File: src/rtl/ers_pkg.sv
package ers_pkg;
  parameter int unsigned ERS_DW        = 32;
  parameter int unsigned ERS_KEEP_BITS = 2;
  parameter int unsigned ERS_SAVE_BITS = 28;
  parameter int unsigned ERS_POP_SHIFT = 10;
  parameter int unsigned ERS_U_POS     = 6;
  parameter int unsigned ERS_P_POS     = 7;
  parameter int unsigned ERS_R_POS     = 8;
  parameter int unsigned ERS_M_POS     = 30;

  typedef enum logic {
    RET_EXC = 1'b0,
    RET_NMI = 1'b1
  } ret_kind_e;
endpackage

File: src/rtl/ers_pop.sv
module ers_pop #(
  parameter int unsigned DW        = 32,
  parameter int unsigned KEEP_BITS = 2,
  parameter int unsigned SAVE_BITS = 28,
  parameter int unsigned POP_SHIFT = 10
) (
  input  logic [DW-1:0] status_i,
  output logic [DW-1:0] popped_o
);
  localparam int unsigned KEEP_LO = DW - KEEP_BITS;

  for (genvar i = 0; i < DW; i++) begin : g_bit
    if (i >= KEEP_LO) begin : g_keep
      assign popped_o[i] = status_i[i];
    end else if (i + POP_SHIFT < SAVE_BITS) begin : g_move
      assign popped_o[i] = status_i[i + POP_SHIFT];
    end else begin : g_zero
      assign popped_o[i] = 1'b0;
    end
  end
endmodule

File: src/rtl/ers_flag_fix.sv
module ers_flag_fix #(
  parameter int unsigned DW    = 32,
  parameter int unsigned P_POS = 7,
  parameter int unsigned R_POS = 8,
  parameter int unsigned M_POS = 30
) (
  input  logic [DW-1:0] pre_i,
  input  logic [DW-1:0] popped_i,
  input  logic          is_nmi_i,
  output logic [DW-1:0] status_o
);
  logic restart_seen;

  always_comb begin
    restart_seen = pre_i[R_POS];
    status_o     = popped_i;
    if (!restart_seen) begin
      status_o[P_POS] = 1'b1;
    end
    if (is_nmi_i) begin
      status_o[M_POS] = 1'b1;
    end
  end
endmodule

File: src/rtl/ers_stack_sel.sv
module ers_stack_sel #(
  parameter int unsigned DW    = 32,
  parameter int unsigned U_POS = 6
) (
  input  logic [DW-1:0] popped_i,
  input  logic [DW-1:0] sp_i,
  input  logic [DW-1:0] usp_i,
  output logic          swap_o,
  output logic [DW-1:0] sp_o,
  output logic [DW-1:0] ksp_o
);
  always_comb begin
    swap_o = popped_i[U_POS];
    if (swap_o) begin
      sp_o  = usp_i;
      ksp_o = sp_i;
    end else begin
      sp_o  = sp_i;
      ksp_o = '0;
    end
  end
endmodule

File: src/rtl/ers_shift_unit.sv
module ers_shift_unit
  import ers_pkg::*;
#(
  parameter int unsigned DW        = ERS_DW,
  parameter int unsigned KEEP_BITS = ERS_KEEP_BITS,
  parameter int unsigned SAVE_BITS = ERS_SAVE_BITS,
  parameter int unsigned POP_SHIFT = ERS_POP_SHIFT,
  parameter int unsigned U_POS     = ERS_U_POS,
  parameter int unsigned P_POS     = ERS_P_POS,
  parameter int unsigned R_POS     = ERS_R_POS,
  parameter int unsigned M_POS     = ERS_M_POS
) (
  input  logic          clk,
  input  logic          rst_n,
  input  logic          ret_valid,
  input  logic          ret_is_nmi,
  input  logic [DW-1:0] status_in,
  input  logic [DW-1:0] sp_in,
  input  logic [DW-1:0] usp_in,
  output logic          done,
  output logic [DW-1:0] status_out,
  output logic [DW-1:0] sp_out,
  output logic          ksp_wr,
  output logic [DW-1:0] ksp_out
);
  logic [DW-1:0] popped;
  logic [DW-1:0] status_nx;
  logic [DW-1:0] sp_nx;
  logic [DW-1:0] ksp_nx;
  logic          swap_nx;
  ret_kind_e     kind;

  assign kind = ret_kind_e'(ret_is_nmi);

  ers_pop #(
    .DW(DW), .KEEP_BITS(KEEP_BITS), .SAVE_BITS(SAVE_BITS), .POP_SHIFT(POP_SHIFT)
  ) u_pop (
    .status_i (status_in),
    .popped_o (popped)
  );

  ers_flag_fix #(
    .DW(DW), .P_POS(P_POS), .R_POS(R_POS), .M_POS(M_POS)
  ) u_flags (
    .pre_i    (status_in),
    .popped_i (popped),
    .is_nmi_i (kind == RET_NMI),
    .status_o (status_nx)
  );

  ers_stack_sel #(
    .DW(DW), .U_POS(U_POS)
  ) u_stack (
    .popped_i (popped),
    .sp_i     (sp_in),
    .usp_i    (usp_in),
    .swap_o   (swap_nx),
    .sp_o     (sp_nx),
    .ksp_o    (ksp_nx)
  );

  always_ff @(posedge clk or negedge rst_n) begin
    if (!rst_n) begin
      done <= 1'b0;
    end else begin
      done <= ret_valid;
    end
  end

  always_ff @(posedge clk or negedge rst_n) begin
    if (!rst_n) begin
      status_out <= '0;
      sp_out     <= '0;
      ksp_wr     <= 1'b0;
      ksp_out    <= '0;
    end else if (ret_valid) begin
      status_out <= status_nx;
      sp_out     <= sp_nx;
      ksp_wr     <= swap_nx;
      ksp_out    <= ksp_nx;
    end
  end
endmodule

File: config.mk
export PLATFORM = sky130hd
export DESIGN_NAME = ers_shift_unit
export DESIGN_NICKNAME = d
export VERILOG_FILES = /design/src/rtl/ers_pkg.sv /design/src/rtl/ers_pop.sv /design/src/rtl/ers_flag_fix.sv /design/src/rtl/ers_stack_sel.sv /design/src/rtl/ers_shift_unit.sv
export SDC_FILE = /design/constraint.sdc
export NUM_CORES = 1
export LEC_CHECK = 0
export BUFFER_PORTS_ARGS = -buffer_cell sky130_fd_sc_hd__buf_2
export CELL_PAD_IN_SITES_DETAIL_PLACEMENT = 1
export CELL_PAD_IN_SITES_GLOBAL_PLACEMENT = 1
export CORE_ASPECT_RATIO = 0.9
export CORE_MARGIN = 2
export CORE_UTILIZATION = 39
export DETAILED_ROUTE_END_ITERATION = 10
export PLACE_DENSITY_LB_ADDON = 0.1
export REMOVE_ABC_BUFFERS = 1
export SETUP_SLACK_MARGIN = 0.15
export SLEW_MARGIN = 40
export SYNTH_ARGS = -nofsm -noshare
export SYNTH_HDL_FRONTEND = slang
export SYNTH_HIERARCHICAL = 1
export SYNTH_SLANG_ARGS = --single-unit
File: constraint.sdc
create_clock -name clk -period 0.9 [get_ports clk]
set_input_delay 0.135 -clock clk [delete_from_list [all_inputs] [get_ports clk]]
set_output_delay 0.135 -clock clk [all_outputs]
set_load 0.01 [all_outputs]
# == Yosys cells after proc, flatten, opt, wreduce, memory -nomap -nowiden ==
# Cells that the tools add are included.
# word_totals
input_bits,100
latch_bits,0
output_inout_bits,98
romBits,0
word_cells,9
register_bits,86
mem_bits_rw,0
memories,0
# op_classes
n_mul,0
n_lt_le_gt_ge,0
addsub,0
eq_ne,0
n_bitwise,0
n_shift,0
div_mod_pow,0
n_reduce_logical,0
muxes,4
# ops
cell,count
32-bit 2-to-1 mux,2
1-bit 2-to-1 mux,2

# == Depth between registers and ports, before layout ==
# depth
ltp_word,1
mapped_depth,5
ltp_nobuf,2

# == By module ==
# Netlist, hierarchy kept.
# modules_own_cells
mod,n_inst,area_each_um2,seq_area_each_um2,cells_each
ers_shift_unit,1,3743.6,2452.4,206
ers_stack_sel,1,754.5,0.0,72
ers_pop,1,244.0,0.0,33
ers_flag_fix,1,237.7,0.0,32

# == Least setup slack after synthesis ==
# Ideal clock, no wire load.
# synth_timing
path_type,in2reg
startpoint,input port status_in[16]
endpoint,register sp_out[10]
required_time_ps,775
setup_slack_ps,-291
stages,5
arrival_ps,1066
cell_sequence,buf_4 > buf_6 > buf_12 > mux2_4 > mux2_4
# synth_via
elab_chain_len,1
# synth_lines
item,line_no,rtl
"start, declared",ers_shift_unit.sv:17,"input logic [DW-1:0] status_in,"
32-bit 2-to-1 mux,ers_stack_sel.sv:14,if (swap_o) begin
net sp_nx[10],ers_shift_unit.sv:28,logic [DW-1:0] sp_nx;
"end signal, assigned",ers_shift_unit.sv:78,sp_out <= sp_nx;
"end, declared",ers_shift_unit.sv:22,"output logic [DW-1:0] sp_out,"
# The timed path passes the listed nets, and every way through them passes these cells.
# A chain may end at the register's enable or synchronous reset.

# == Worst setup path after layout ==
# layout_timing
startpoint,register sp_out[21]
endpoint,output port sp_out[21]
# No word-level cell between the ends.

==> impl_metrics.tcl <==
set metrics [dict create \
    status "finished, violations left" \
    violations "setup timing" \
    dpl.hpwl_mm 7.68 \
    yosysTopAreaCellShare 0.492 \
    cts_made_buffers 9 \
    avgViaCountPerCell 4.55 \
    drcViolationCount 0 \
    critPathCaptureType "primary output" \
    ys_ff_latch 98 \
    grt_pass1_vias 3419 \
    grt_pass1_wl_mm 18.5 \
    syn_area_mm2 0.00498 \
    io_buffers 186 \
    cp_data_arrival_time_ns 0.90 \
    core-area_mm2 0.0126 \
    antenna_cells 0 \
    via_count 3179 \
    die_area_mm2 0.0137 \
    overflow 0 \
    period_needed_ns 1.03 \
    syn_inst 343 \
    wire_per_inst_um 17.2 \
    slowest_delay_ns 0.40 \
    antenna_found_initial 0 \
    ir_drop_v 0.00144 \
    final_layout_size_suffix_gt1_frac 0.727 \
    ys_seq_area_frac 0.492 \
    fillerInstances 1276 \
    drt-pass1-iter-count 4 \
    syn_avg_cell_area_um2 14.5 \
    yosys-top-cells-area "dfrtp_1 49%, mux2_4 17%, mux2_2 16%" \
    tritoncts "yes" \
    start_util 0.396 \
    hp-class "input port to register" \
    fp-row-count 39 \
    clock_sinks 98 \
    setup_viol 107 \
    dp_cells 634 \
    wl_mm 12.0 \
    fmax_mhz 967 \
    clock-skew-final_ns 0 \
    ioPinCount 198 \
    worstSetupPathType "register to primary output" \
    clk_pin_slew_ns 0.07 \
    cp_max_fo 2 \
    leakagePower_nw 3.57 \
    layout_common_cells "147 x buf_2, 98 x dfrtp_1, 74 x buf_6, 72 x mux2_4, 57 x mux2_2" \
    layout_commonest_cell "buf_2" \
    finalMaxSlewViolations 0 \
    h-tree-depth 3 \
    cap_violations 0 \
    grt_max_degree 50 \
    yosys.area.top_type "dfrtp_1" \
    worst-path-buf-inv 1 \
    rsz0062_at_grt "yes" \
    final_cells 699 \
    nets 630 \
    dieHeight_um 111 \
    ys_types 12 \
    drt-initial-drc-count 65 \
    setup_ws_ns -0.134 \
    area_growth_syn_to_layout_pct 40.5 \
    period_share 1.15 \
    synth_warnings 6 \
    p_per_area_mw_per_mm2 1810 \
    clock-root-buffer "clkbuf_16" \
    worstPathRequired_ns 0.76 \
    cts_hold_buf 1 \
    ant_nets 0 \
    finalSetupTns_ns -11.14 \
    finalPower_mw 12.6 \
    cts_buffer_depth 2 \
    crit_slowest_cell "dfrtp_1" \
    fp.dieW_um 123 \
    hold_viol 0 \
    dp_slack_ns -0.369 \
    worstPathCellList "buf_2" \
    clock_latency_ns 0.34 \
    finish.utilization 0.556 \
    gp_congestion 0.749 \
    crit_family "flip-flops" \
    start_kind "register" \
    gr-usage-all-layers 0.180 \
]
-- area by class of cell --
type                       instances  area [um2]  share of cell area
sequential                        98        2450               0.351
timing repair buffer             246        2000               0.286
multi-input combinational        175        1980               0.283
clock buffer                      12         256              0.0367
tap                              164         205              0.0293
clock inverter                     4        97.6              0.0139
-- through the flow --
step	hold WS, ns	cell area, um2
2_1_floorplan	-0.161	4380
3_3_place_gp	-0.0224	5720
3_5_place_dp	-0.0227	5720
4_1_cts	-0.00763	6620
5_1_grt	-0.00417	7000
6_report	0.0124	7000
-- kinds of logic (layout without fill, tap and decap cells) --
logic type	Yosys count	count (layout)	synth area share
muxes	129	129	0.335
other	1	12	0.000753
and+or+nand+nor	34	34	0.0427
buffers and inverters	81	262	0.129
DFF	98	98	0.492
-- worst register-to-register path, delay by kind of cell (launching register included) --
kind | cells | cell delay (ns)
DFF | 1 | 0.40
buffers and inverters | 2 | 0.22
muxes | 1 | 0.26
-- Yosys cell counts --
master and n:
and2_1 32, buf_12 2, buf_2 9, buf_4 63, buf_6 6, buf_8 1, conb_1 1, dfrtp_1 98
mux2_2 71, mux2_4 58, nand2b_1 1, or2_1 1
-- state kept, by name (all words and copies together) (netlist names) --
register / cells
ksp_out: 32
sp_out: 32
status_out: 32
ksp_wr: 1
done: 1
-- per-layer routing --
layer	global-route usage	routed length, um
met2	0.283	5820
met4	0.0477	121
met1	0.221	4970
met3	0.0849	1110
met5	0	0
-- timing repair --
item | in CTS | in global routing
gates cloned | 5 | 0
resized for setup | 46 | 55
endpoints found under the setup margin | 151 | 193
hold endpoints to repair | 109 | 2
setup buffers | 26 | 17
-- final timing paths --
check                           slack [ns]  cells past startpoint        endpoint     startpoint
worst max-delay path                 -0.13                      1      sp_out[21]     sp_out[21]
worst min register to register        0.50                      1     ksp_out[16]    ksp_out[16]
min in group asynchronous             0.16                      2      sp_out[13]          rst_n
max in group asynchronous             0.25                      3       sp_out[0]          rst_n
worst max register to register       -0.09                      3      sp_out[16]     sp_out[16]
worst min-delay path                  0.01                      2  status_out[10]  status_in[20]
-- report_power, final --
group / total, mW / internal, mW / switching, mW
Clock: 4.50 / 2.87 / 1.64
Sequential: 5.16 / 4.86 / 0.295
Combinational: 2.97 / 1.90 / 1.07
Total: 12.6 / 9.63 / 3.00
Note: power is estimated with default switching activity, not from simulation.
